<file path="src/rtl/hdlc_tx_pkg.sv">
package hdlc_tx_pkg;
  typedef enum logic [2:0] {
    ST_IDLE, ST_OPEN, ST_DATA, ST_FCS, ST_CLOSE, ST_ABORT
  } tx_state_e;

  localparam logic [7:0]  FLAG_BYTE     = 8'h7E;
  localparam logic [15:0] CRC_POLY_REFL = 16'h8408;
endpackage

</file>
<file path="src/rtl/hdlc_fcs16.sv">
module hdlc_fcs16 #(
  parameter int          FCS_W = 16,
  parameter logic [FCS_W-1:0] POLY = hdlc_tx_pkg::CRC_POLY_REFL
) (
  input  logic             clk_i,
  input  logic             rst_ni,
  input  logic             init_i,
  input  logic             en_i,
  input  logic             bit_i,
  output logic [FCS_W-1:0] crc_next_o
);
  logic [FCS_W-1:0] crc_q;

  // reflected shift: feedback taken from the low end
  assign crc_next_o = (crc_q[0] ^ bit_i) ? ((crc_q >> 1) ^ POLY) : (crc_q >> 1);

  always_ff @(negedge clk_i or negedge rst_ni) begin
    if (!rst_ni)     crc_q <= '1;
    else if (init_i) crc_q <= '1;
    else if (en_i)   crc_q <= crc_next_o;
  end
endmodule

</file>
<file path="src/rtl/hdlc_tx_framer.sv">
module hdlc_tx_framer import hdlc_tx_pkg::*; #(
  parameter int DATA_W    = 8,
  parameter int FCS_W     = 16,
  parameter int STUFF_RUN = 5,
  parameter int ABORT_LEN = 7
) (
  input  logic              clk_i,
  input  logic              rst_ni,
  input  logic              stall_i,
  input  logic [DATA_W-1:0] data_i,
  input  logic              valid_i,
  input  logic              last_i,
  output logic              ready_o,
  output logic              td_o,
  output logic              busy_o
);
  localparam int SH_W  = FCS_W;
  localparam int CNT_W = $clog2(FCS_W);
  localparam int RUN_W = $clog2(STUFF_RUN + 1);

  tx_state_e        state_q;
  logic [SH_W-1:0]  sh_q;
  logic [CNT_W-1:0] cnt_q;
  logic [RUN_W-1:0] run_q;
  logic             last_q, td_q, busy_q;
  logic             stuff_now, advance, byte_end, fcs_end, fcs_init, fcs_en;
  logic [FCS_W-1:0] crc_next;

  assign stuff_now = (run_q == RUN_W'(STUFF_RUN)) &&
                     (state_q == ST_DATA || state_q == ST_FCS ||
                      (state_q == ST_CLOSE && cnt_q == '0));
  assign advance   = !stall_i && !stuff_now;
  assign byte_end  = cnt_q == CNT_W'(DATA_W - 1);
  assign fcs_end   = cnt_q == CNT_W'(FCS_W - 1);
  assign ready_o   = advance && byte_end &&
                     (state_q == ST_OPEN || (state_q == ST_DATA && !last_q));
  assign fcs_init  = !stall_i && state_q == ST_IDLE && valid_i;
  assign fcs_en    = advance && state_q == ST_DATA;
  assign td_o      = td_q;
  assign busy_o    = busy_q;

  hdlc_fcs16 #(.FCS_W(FCS_W)) u_fcs (
    .clk_i      (clk_i),
    .rst_ni     (rst_ni),
    .init_i     (fcs_init),
    .en_i       (fcs_en),
    .bit_i      (sh_q[0]),
    .crc_next_o (crc_next)
  );

  always_ff @(negedge clk_i or negedge rst_ni) begin
    if (!rst_ni) begin
      state_q <= ST_IDLE;
      sh_q    <= '0;
      cnt_q   <= '0;
      run_q   <= '0;
      last_q  <= 1'b0;
      td_q    <= 1'b1;
      busy_q  <= 1'b0;
    end else if (stall_i) begin
      td_q <= 1'b1;                       // line held at ones, state frozen
    end else begin
      unique case (state_q)
        ST_IDLE: begin
          td_q   <= 1'b1;
          busy_q <= 1'b0;
          run_q  <= '0;
          cnt_q  <= '0;
          if (valid_i) begin
            state_q <= ST_OPEN;
            sh_q    <= SH_W'(FLAG_BYTE);
          end
        end
        ST_OPEN: begin
          td_q   <= sh_q[0];
          busy_q <= 1'b1;
          sh_q   <= sh_q >> 1;
          cnt_q  <= cnt_q + 1'b1;
          if (byte_end) begin
            cnt_q <= '0;
            run_q <= '0;
            if (valid_i) begin
              sh_q    <= SH_W'(data_i);
              last_q  <= last_i;
              state_q <= ST_DATA;
            end else begin
              state_q <= ST_ABORT;
            end
          end
        end
        ST_DATA, ST_FCS: begin
          if (stuff_now) begin
            td_q  <= 1'b0;
            run_q <= '0;
          end else begin
            td_q  <= sh_q[0];
            run_q <= sh_q[0] ? run_q + RUN_W'(1) : '0;
            sh_q  <= sh_q >> 1;
            cnt_q <= cnt_q + 1'b1;
            if (state_q == ST_DATA && byte_end) begin
              cnt_q <= '0;
              if (last_q) begin
                sh_q    <= ~crc_next;     // includes the bit sent now
                state_q <= ST_FCS;
              end else if (valid_i) begin
                sh_q   <= SH_W'(data_i);
                last_q <= last_i;
              end else begin
                state_q <= ST_ABORT;
              end
            end else if (state_q == ST_FCS && fcs_end) begin
              cnt_q   <= '0;
              sh_q    <= SH_W'(FLAG_BYTE);
              state_q <= ST_CLOSE;
            end
          end
        end
        ST_CLOSE: begin
          if (stuff_now) begin
            td_q  <= 1'b0;
            run_q <= '0;
          end else begin
            td_q  <= sh_q[0];
            sh_q  <= sh_q >> 1;
            run_q <= '0;
            cnt_q <= cnt_q + 1'b1;
            if (byte_end) begin
              cnt_q   <= '0;
              state_q <= ST_IDLE;
            end
          end
        end
        ST_ABORT: begin
          td_q  <= 1'b1;
          cnt_q <= cnt_q + 1'b1;
          if (cnt_q == CNT_W'(ABORT_LEN - 1)) begin
            cnt_q   <= '0;
            state_q <= ST_IDLE;
          end
        end
        default: state_q <= ST_IDLE;
      endcase
    end
  end


  stuff_limit_chk: assert property (@(negedge clk_i) disable iff (!rst_ni)
    run_q <= RUN_W'(STUFF_RUN));

  stuff_zero_chk: assert property (@(negedge clk_i) disable iff (!rst_ni)
    (stuff_now && !stall_i) |=> !td_o);

  abort_ones_chk: assert property (@(negedge clk_i) disable iff (!rst_ni)
    (state_q == ST_ABORT) |=> td_o);
endmodule

</file>
<file path="src/rtl/hdlc_modem_io.sv">
module hdlc_modem_io (
  input  logic clk_i,
  input  logic rst_ni,
  input  logic half_i,
  input  logic busy_i,
  input  logic pending_i,
  input  logic gp_out_i,
  input  logic cts_i,
  output logic rts_o,
  output logic gp_in_o,
  output logic stall_o
);
  logic gp_out_q, gp_in_q;

  always_ff @(negedge clk_i or negedge rst_ni) begin
    if (!rst_ni) begin
      gp_out_q <= 1'b0;
      gp_in_q  <= 1'b0;
    end else begin
      gp_out_q <= gp_out_i;
      gp_in_q  <= !half_i && cts_i;
    end
  end

  assign rts_o   = half_i ? (busy_i || pending_i) : gp_out_q;
  assign gp_in_o = gp_in_q;
  assign stall_o = half_i && cts_i;


  gpio_out_chk: assert property (@(negedge clk_i) disable iff (!rst_ni)
    !half_i |=> (half_i || rts_o == $past(gp_out_i)));

  gpin_half_chk: assert property (@(negedge clk_i) disable iff (!rst_ni)
    half_i |=> !gp_in_o);
endmodule

</file>
<file path="src/rtl/hdlc_tx_modem.sv">
module hdlc_tx_modem #(
  parameter int DATA_W    = 8,
  parameter int FCS_W     = 16,
  parameter int STUFF_RUN = 5,
  parameter int ABORT_LEN = 7
) (
  input  logic              clk_i,
  input  logic              rst_ni,
  input  logic              half_dup_i,
  input  logic [DATA_W-1:0] tx_data_i,
  input  logic              tx_valid_i,
  input  logic              tx_last_i,
  output logic              tx_ready_o,
  output logic              td_o,
  output logic              rts_o,
  input  logic              cts_i,
  input  logic              gp_out_i,
  output logic              gp_in_o
);
  logic stall, busy;

  hdlc_modem_io u_io (
    .clk_i     (clk_i),
    .rst_ni    (rst_ni),
    .half_i    (half_dup_i),
    .busy_i    (busy),
    .pending_i (tx_valid_i),
    .gp_out_i  (gp_out_i),
    .cts_i     (cts_i),
    .rts_o     (rts_o),
    .gp_in_o   (gp_in_o),
    .stall_o   (stall)
  );

  hdlc_tx_framer #(
    .DATA_W(DATA_W), .FCS_W(FCS_W), .STUFF_RUN(STUFF_RUN), .ABORT_LEN(ABORT_LEN)
  ) u_framer (
    .clk_i   (clk_i),
    .rst_ni  (rst_ni),
    .stall_i (stall),
    .data_i  (tx_data_i),
    .valid_i (tx_valid_i),
    .last_i  (tx_last_i),
    .ready_o (tx_ready_o),
    .td_o    (td_o),
    .busy_o  (busy)
  );


  cts_hold_ones_chk: assert property (@(negedge clk_i) disable iff (!rst_ni)
    (half_dup_i && cts_i) |=> td_o);

  cts_no_accept_chk: assert property (@(negedge clk_i) disable iff (!rst_ni)
    (half_dup_i && cts_i) |-> !tx_ready_o);
endmodule

</file>
<file path="config.mk">
export PLATFORM = sky130hd
export DESIGN_NAME = hdlc_tx_modem
export DESIGN_NICKNAME = d
export VERILOG_FILES = /design/src/rtl/hdlc_tx_pkg.sv /design/src/rtl/hdlc_fcs16.sv /design/src/rtl/hdlc_tx_framer.sv /design/src/rtl/hdlc_modem_io.sv /design/src/rtl/hdlc_tx_modem.sv
export SDC_FILE = /design/constraint.sdc
export NUM_CORES = 1
export LEC_CHECK = 0
export ABC_AREA = 1
export BUFFER_PORTS_ARGS = -buffer_cell sky130_fd_sc_hd__clkbuf_2
export CORE_MARGIN = 4
export CORE_UTILIZATION = 25
export DETAILED_ROUTE_END_ITERATION = 7
export HOLD_SLACK_MARGIN = 0.1
export PLACE_DENSITY_LB_ADDON = 0.12
export SETUP_SLACK_MARGIN = 0.2
export SLEW_MARGIN = 20
export SYNTH_ARGS = -nofsm -noshare
export SYNTH_HDL_FRONTEND = slang
export SYNTH_HIERARCHICAL = 1
export SYNTH_SLANG_ARGS = --single-unit
</file>
<file path="constraint.sdc">
create_clock -name clk_i -period 4.7 [get_ports clk_i]
set_clock_uncertainty 0.2 [all_clocks]
set_input_delay 1.41 -clock clk_i [delete_from_list [all_inputs] [get_ports clk_i]]
set_output_delay 1.41 -clock clk_i [all_outputs]
set_load 0.02 [all_outputs]
</file>
==> results of run 1 <==
placed cells by master (no fill, tap or decap), drive strengths merged:
| cell | count |
|---|---|
| nand2 | 170 |
| dfrtn | 30 |
| buf | 72 |
| nor3b | 2 |
| nor2 | 47 |
| nand3b | 1 |
| a22oi | 12 |
| inv | 77 |
| o211ai | 1 |
| xnor2 | 1 |
| clkbuf | 20 |
| nand4 | 1 |
| o21ai | 27 |
| a31oi | 1 |
| a21oi | 16 |
| nand3 | 68 |
| clkinv | 3 |
| and2 | 8 |
| ha | 6 |
| nor3 | 4 |
| o22ai | 1 |
| dfstp | 17 |
| xor2 | 2 |
| or2 | 4 |
worst max path at each step:
stage	slack (ps)	from	end	depth (start not counted)
after floorplan	-400	u_framer/cnt_q[0]$_DFFE_NN0P_	tx_ready_o	7
after global placement	-660	cts_i	u_framer/u_fcs/crc_q[12]$_DFFE_NN1P_	7
after detailed placement	-720	cts_i	u_framer/u_fcs/crc_q[14]$_DFFE_NN1P_	7
after CTS	-870	u_framer/state_q[1]$_DFFE_NN0P_	tx_ready_o	6
after global routing	-900	u_framer/run_q[1]$_DFFE_NN0P_	tx_ready_o	8
final	-830	u_framer/state_q[1]$_DFFE_NN0P_	tx_ready_o	6
routing by layer:
metal	GRT usage, %	vias to the layer above
met3	2.86	18
li1	-	1771
met5	0	-
met1	20.0	1659
met4	5.87	0
met2	23.6	62
state kept, by name, summed over array words and instances, names as in the netlist:
| name | cells |
|---|---|
| u_framer/sh_q | 16 |
| u_framer/u_fcs/crc_q | 16 |
| u_framer/cnt_q | 4 |
| u_framer/run_q | 3 |
| u_framer/state_q | 3 |
| u_framer/busy_o | 1 |
| u_framer/last_q | 1 |
| u_framer/td_o | 1 |
| u_io/gp_in_o | 1 |
| u_io/gp_out_q | 1 |
worst register-to-register path, cell delays in order (launching register included):
cell and delay, ps:
dfrtn_1 450, buf_4 120, buf_4 100, buf_4 90
buf_4 90, ha_1 180, inv_1 50, nor2_1 140
nand2_1 400, nand3_1 310, nand2_1 80, inv_1 150
nand2_2 100, nand2_2 60, nand2_1 50
timing repair:
action | CTS | global route
pin swaps | 22 | 25
setup endpoints to repair | 49 | 49
resized for setup | 71 | 39
cloned | 3 | 0
setup buffers | 11 | 6
layout make-up:
class / instances / area [um^2]
inverters: 59 / 254
flip-flops and latches: 47 / 1200
fillers: 1416 / 8470
multi-input cells: 372 / 2110
well taps: 176 / 220
clock buffers: 5 / 125
repair inverters: 1 / 5.00
clock inverters: 20 / 103
repair buffers: 87 / 861
stage by stage:
stage / power, W / setup TNS, ps / instances / instance area (um^2) / hold WS, ps
2_1_floorplan: 0.00124 / -4350 / 509 / 3550 / 210
3_3_place_gp: 0.00160 / -21690 / 724 / 4060 / 268
3_5_place_dp: 0.00160 / -22360 / 724 / 4060 / 268
4_1_cts: 0.00222 / -4930 / 761 / 4690 / 270
5_1_grt: 0.00247 / -7890 / 767 / 4870 / 300
6_report: 0.00228 / -4990 / 767 / 4870 / 278
cell families (layout without fill, tap and decap cells):
| logic type | Yosys count | in the layout | share of synthesized area (%) |
|---|---|---|---|
| compound gates | 58 | 58 | 11.3 |
| xor+xnor | 3 | 3 | 0.763 |
| fa+ha+maj | 6 | 6 | 2.18 |
| buf+inv | 90 | 172 | 12.3 |
| flops | 47 | 47 | 34.7 |
| simple gates | 305 | 305 | 38.7 |
power groups by stage:
stage | clock network, W | logic (W) | registers, W
6_report | 0.000465 | 0.00124 | 0.000578
3_3_place_gp | 0.0000248 | 0.00100 | 0.000577
5_1_grt | 0.000508 | 0.00138 | 0.000588
2_1_floorplan | 0.0000248 | 0.000654 | 0.000556
4_1_cts | 0.000485 | 0.00116 | 0.000572
3_5_place_dp | 0.0000248 | 0.00100 | 0.000576
==> flow_metrics.tcl, run 1 <==
set metrics [dict create \
    synthesis.nets 530 \
    root_buffer "clkbuf_16" \
    ant_nets 0 \
    startpoint_type "flop" \
    criticalPathCategory "reg2out" \
    power_frac_comb_pct 54.3 \
    port_buffers 18 \
    worstPathRequired_ps 3090 \
    ios 19 \
    swShare_pct 46.2 \
    wl_met2_um 5260 \
    m1WireLength_um 5430 \
    wl_um 11400 \
    grt_max_degree 48 \
    wl_met3_um 433 \
    area_growth_pct 41.4 \
    cts_tree "yes" \
    setup_viol 32 \
    drv_slew 0 \
    grt_overflow 0 \
    reg2reg_depth 14 \
    internal-power_w 0.00123 \
    yosys_register_bits 47 \
    hp-class "reg2reg" \
    drt_drc_violations_left 0 \
    wl_per_cell_um 14.8 \
    antenna_found_initial 0 \
    crit_fanout 7 \
    grt_pass1_wl_um 18400 \
    holdPathEnd "u_framer/sh_q[13]$_DFFE_NN0P_" \
    cts.clk_slew.worst_paths_ps 60 \
    core_um2 13300 \
    ys_seq_area_share_pct 34.7 \
    path_cells "nand2_2, a21oi_2, nand2_2, nand2_2, nor2_4, buf_8" \
    yosys_most_used_dff "dfrtn_1" \
    synth_area_um2 3450 \
    num_rows 42 \
    synthTopCellsByCount "162 x nand2_1, 67 x nand3_1, 55 x inv_1" \
    r2r_start "u_framer/cnt_q[0]$_DFFE_NN0P_" \
    dp_hpwl_um 8000 \
    worst_pin_slew_ps 784 \
    power_frac_seq_pct 25.4 \
    async_flop_share_pct 100 \
    worst_slack_ps -833 \
    cts_buffer_depth 2 \
    insertion_delay_ps 370 \
    r2r_slack_ps 2010 \
    die_h_um 125 \
    synth.top_cell.area_share_pct 21.8 \
    cpMaxStageDelayCell "dfrtn_1" \
    p_leak_nw 2.56 \
    n_antenna_cell 0 \
    hold_path_depth 2 \
    rsz0062_at_grt "yes" \
    yosys.cell_count.top_type "nand2_1" \
    worst_path_most_repeated_cell "nand2_2" \
    netlist_instances 509 \
    cp_top_family "flip-flops" \
    switchingPower_w 0.00105 \
    initial_core_util_pct 25.8 \
    die_w_um 125 \
    min-delay-start "u_framer/sh_q[13]$_DFFE_NN0P_" \
    drive_above_1_share_pct 35.7 \
    status "finished with violations" \
    hold_violations 0 \
    grt.total_usage_pct 14.9 \
    r2r-end "u_framer/state_q[0]$_DFFE_NN0P_" \
    yosysWarnings 6 \
    vias 3510 \
    peakVddDrop_mv 0.154 \
    power.clock.fraction_pct 20.4 \
    ys_types 37 \
    viasPerCell 4.58 \
    final_nets 611 \
    die-area_um2 15700 \
    top_layer_used "met4" \
    slew-limit-headroom_pct 47.6 \
    slowest_delay_ps 580 \
    cp_num_buf_inv 1 \
    drt-pass1-iter-count 4 \
    end_kind "primary output" \
    avgSynthCellArea_um2 6.77 \
    synth.largest_area_cell "dfrtn_1" \
    cp.arrival_ps 3920 \
    violations "setup timing" \
    place_ws_ps -723 \
    powerDensity_nw_per_um2 468 \
    utilization_pct 36.5 \
    cts_hold_buf 0 \
    synth-edff-count 0 \
    drv_cap 0 \
    synthTopCellsByArea "dfrtn_1 22%, nand2_1 18%, dfstp_2 13%" \
    cts_buffers 5 \
    htree_levels 2 \
    clock-sinks 47 \
    finalWeightedCongestion 0.811 \
    first_global_vias 3451 \
    dr.first_iter.drc_count 231 \
]
Power figures use the tool's default switching activity.
==> run 2: changes to the inputs <==
- BUFFER_PORTS_ARGS: -buffer_cell sky130_fd_sc_hd__clkbuf_2 -> -buffer_cell sky130_fd_sc_hd__buf_2
==> flow_metrics.tcl, run 2 (synthesis gave the netlist of run 1 again) <==
set metrics [dict create \
    hold_path_depth 2 \
    dp_hpwl_um 7530 \
    holdPathEnd "u_framer/sh_q[8]$_DFFE_NN0P_" \
    worst_slack_ps -772 \
    die_w_um 125 \
    r2r-end "u_framer/sh_q[14]$_DFFE_NN0P_" \
    drive_above_1_share_pct 36.8 \
    startpoint_type "flop" \
    r2r_start "u_framer/cnt_q[0]$_DFFE_NN0P_" \
    cts.clk_slew.worst_paths_ps 60 \
    grt_max_degree 48 \
    wl_per_cell_um 14.4 \
    p_leak_nw 2.53 \
    cp.arrival_ps 3860 \
    criticalPathCategory "reg2out" \
    grt.total_usage_pct 14.1 \
    port_buffers 18 \
    cts_buffers 5 \
    cts_buffer_depth 2 \
    viasPerCell 4.60 \
    ios 19 \
    layout_common_cells "134 x nand2_1, 64 x inv_1, 63 x nand3_1, 43 x buf_4, 33 x nor2_1" \
    drv_slew 0 \
    grt_pass1_wl_um 18000 \
    cts_tree "yes" \
    antenna_found_initial 0 \
    ant_nets 0 \
    hp-class "reg2reg" \
    n_antenna_cell 0 \
    finalWeightedCongestion 0.830 \
    violations "setup timing" \
    core_um2 13300 \
    fin_area_um2 4950 \
    r2r_slack_ps 1990 \
    crit_fanout 5 \
    htree_levels 2 \
    wl_met3_um 412 \
    min-delay-start "u_framer/sh_q[8]$_DFFE_NN0P_" \
    slew-limit-headroom_pct 46.5 \
    worstPathRequired_ps 3090 \
    die-area_um2 15700 \
    grt_overflow 0 \
    reg2reg_depth 11 \
    dp.cells 719 \
    wl_um 11100 \
    place_ws_ps -723 \
    m1WireLength_um 5420 \
    area_growth_pct 43.7 \
    worst_pin_slew_ps 800 \
    power_w 0.00226 \
    reg.largest.list "u_framer/sh_q: 16 flops, u_framer/u_fcs/crc_q: 16 flops, u_framer/cnt_q: 4 flops" \
    layout.cells.non_filler 771 \
    drv_cap 0 \
    first_global_vias 3358 \
    top_layer_used "met4" \
    final_nets 615 \
    drt-pass1-iter-count 5 \
    end_kind "primary output" \
    status "finished with violations" \
    insertion_delay_ps 370 \
    vias 3548 \
    root_buffer "clkbuf_16" \
    rsz0062_at_grt "yes" \
    drt_drc_violations_left 0 \
    postPlaceCellArea_um2 4030 \
    dr.first_iter.drc_count 232 \
    cts_hold_buf 0 \
    die_h_um 125 \
    hold_violations 0 \
    peakVddDrop_mv 0.178 \
    wl_met2_um 5120 \
    powerDensity_nw_per_um2 457 \
    layout_commonest_cell "nand2_1" \
    clock-sinks 47 \
    hold_slack_ps 274 \
    initial_core_util_pct 25.8 \
    num_rows 42 \
    setup_viol 33 \
]
==> run 2: cell types whose count changed in the layout (fill, tap and decap cells not counted), moves of 3 or more <==
cell	delta
buf_4	-4
nand2_4	-4
nor2_4	+4
nand2_2	+4
clkbuf_16	-3
clkbuf_2	-11
buf_6	+11
a22oi_1	-3
nor2_2	-7
buf_2	+11
nor2_1	+3
a22oi_2	+3
==> run 2: final cells by class <==
class | instances | area (um^2)
Fill cell | 1453 | 8400
Multi-Input combinational cell | 372 | 2140
Sequential cell | 47 | 1200
Timing Repair Buffer | 91 | 898
Inverter | 59 | 269
Tap cell | 176 | 220
Clock buffer | 5 | 125
Clock inverter | 20 | 92.6
Timing Repair inverter | 1 | 6.26
==> run 2: worst max-delay path, cell delays in order, from the launching register on <==
cell and delay (ps):
dfrtn_1 560, nand2_2 130, a21oi_2 170, nand2_2 90, nand2_4 80, nor2_4 40
buf_6 120
==> run 2: layer usage <==
layer | GRT usage, % | vias up
li1 | - | 1793
met1 | 20.2 | 1678
met2 | 22.7 | 70
met3 | 1.79 | 7
met4 | 3.25 | 0
met5 | 0 | -
==> run 2: worst max path at each step <==
stage / from / to
3_3_place_gp: cts_i / u_framer/u_fcs/crc_q[12]$_DFFE_NN1P_
6_report: u_framer/state_q[1]$_DFFE_NN0P_ / tx_ready_o
4_1_cts: u_framer/state_q[1]$_DFFE_NN0P_ / tx_ready_o
5_1_grt: u_framer/state_q[1]$_DFFE_NN0P_ / tx_ready_o
2_1_floorplan: u_framer/cnt_q[0]$_DFFE_NN0P_ / tx_ready_o
3_5_place_dp: half_dup_i / u_framer/u_fcs/crc_q[14]$_DFFE_NN1P_
==> run 2: repair_timing <==
| item | 4_1_cts | 5_1_grt |
|---|---|---|
| gates resized for setup | 90 | 33 |
| endpoints found under the setup margin | 46 | 45 |
| setup buffers | 18 | 7 |
| pin swaps | 41 | 27 |
| cloned | 4 | 0 |
==> run 2: report_power, final <==
part | switching (W) | internal, W | leakage [nW] | total (W)
Combinational | 0.000731 | 0.000513 | 1.79 | 0.00124
Sequential | 0.0000836 | 0.000495 | 0.568 | 0.000578
Clock | 0.000217 | 0.000224 | 0.167 | 0.000441
Total | 0.00103 | 0.00123 | 2.53 | 0.00226
==> run 2: metrics by stage <==
stage	utilization [%]	TNS, ps
4_1_cts	35.7	-1890
5_1_grt	37.1	-3310
3_3_place_gp	30.2	-19220
2_1_floorplan	-	-4350
6_report	37.1	-2260
3_5_place_dp	30.2	-19800
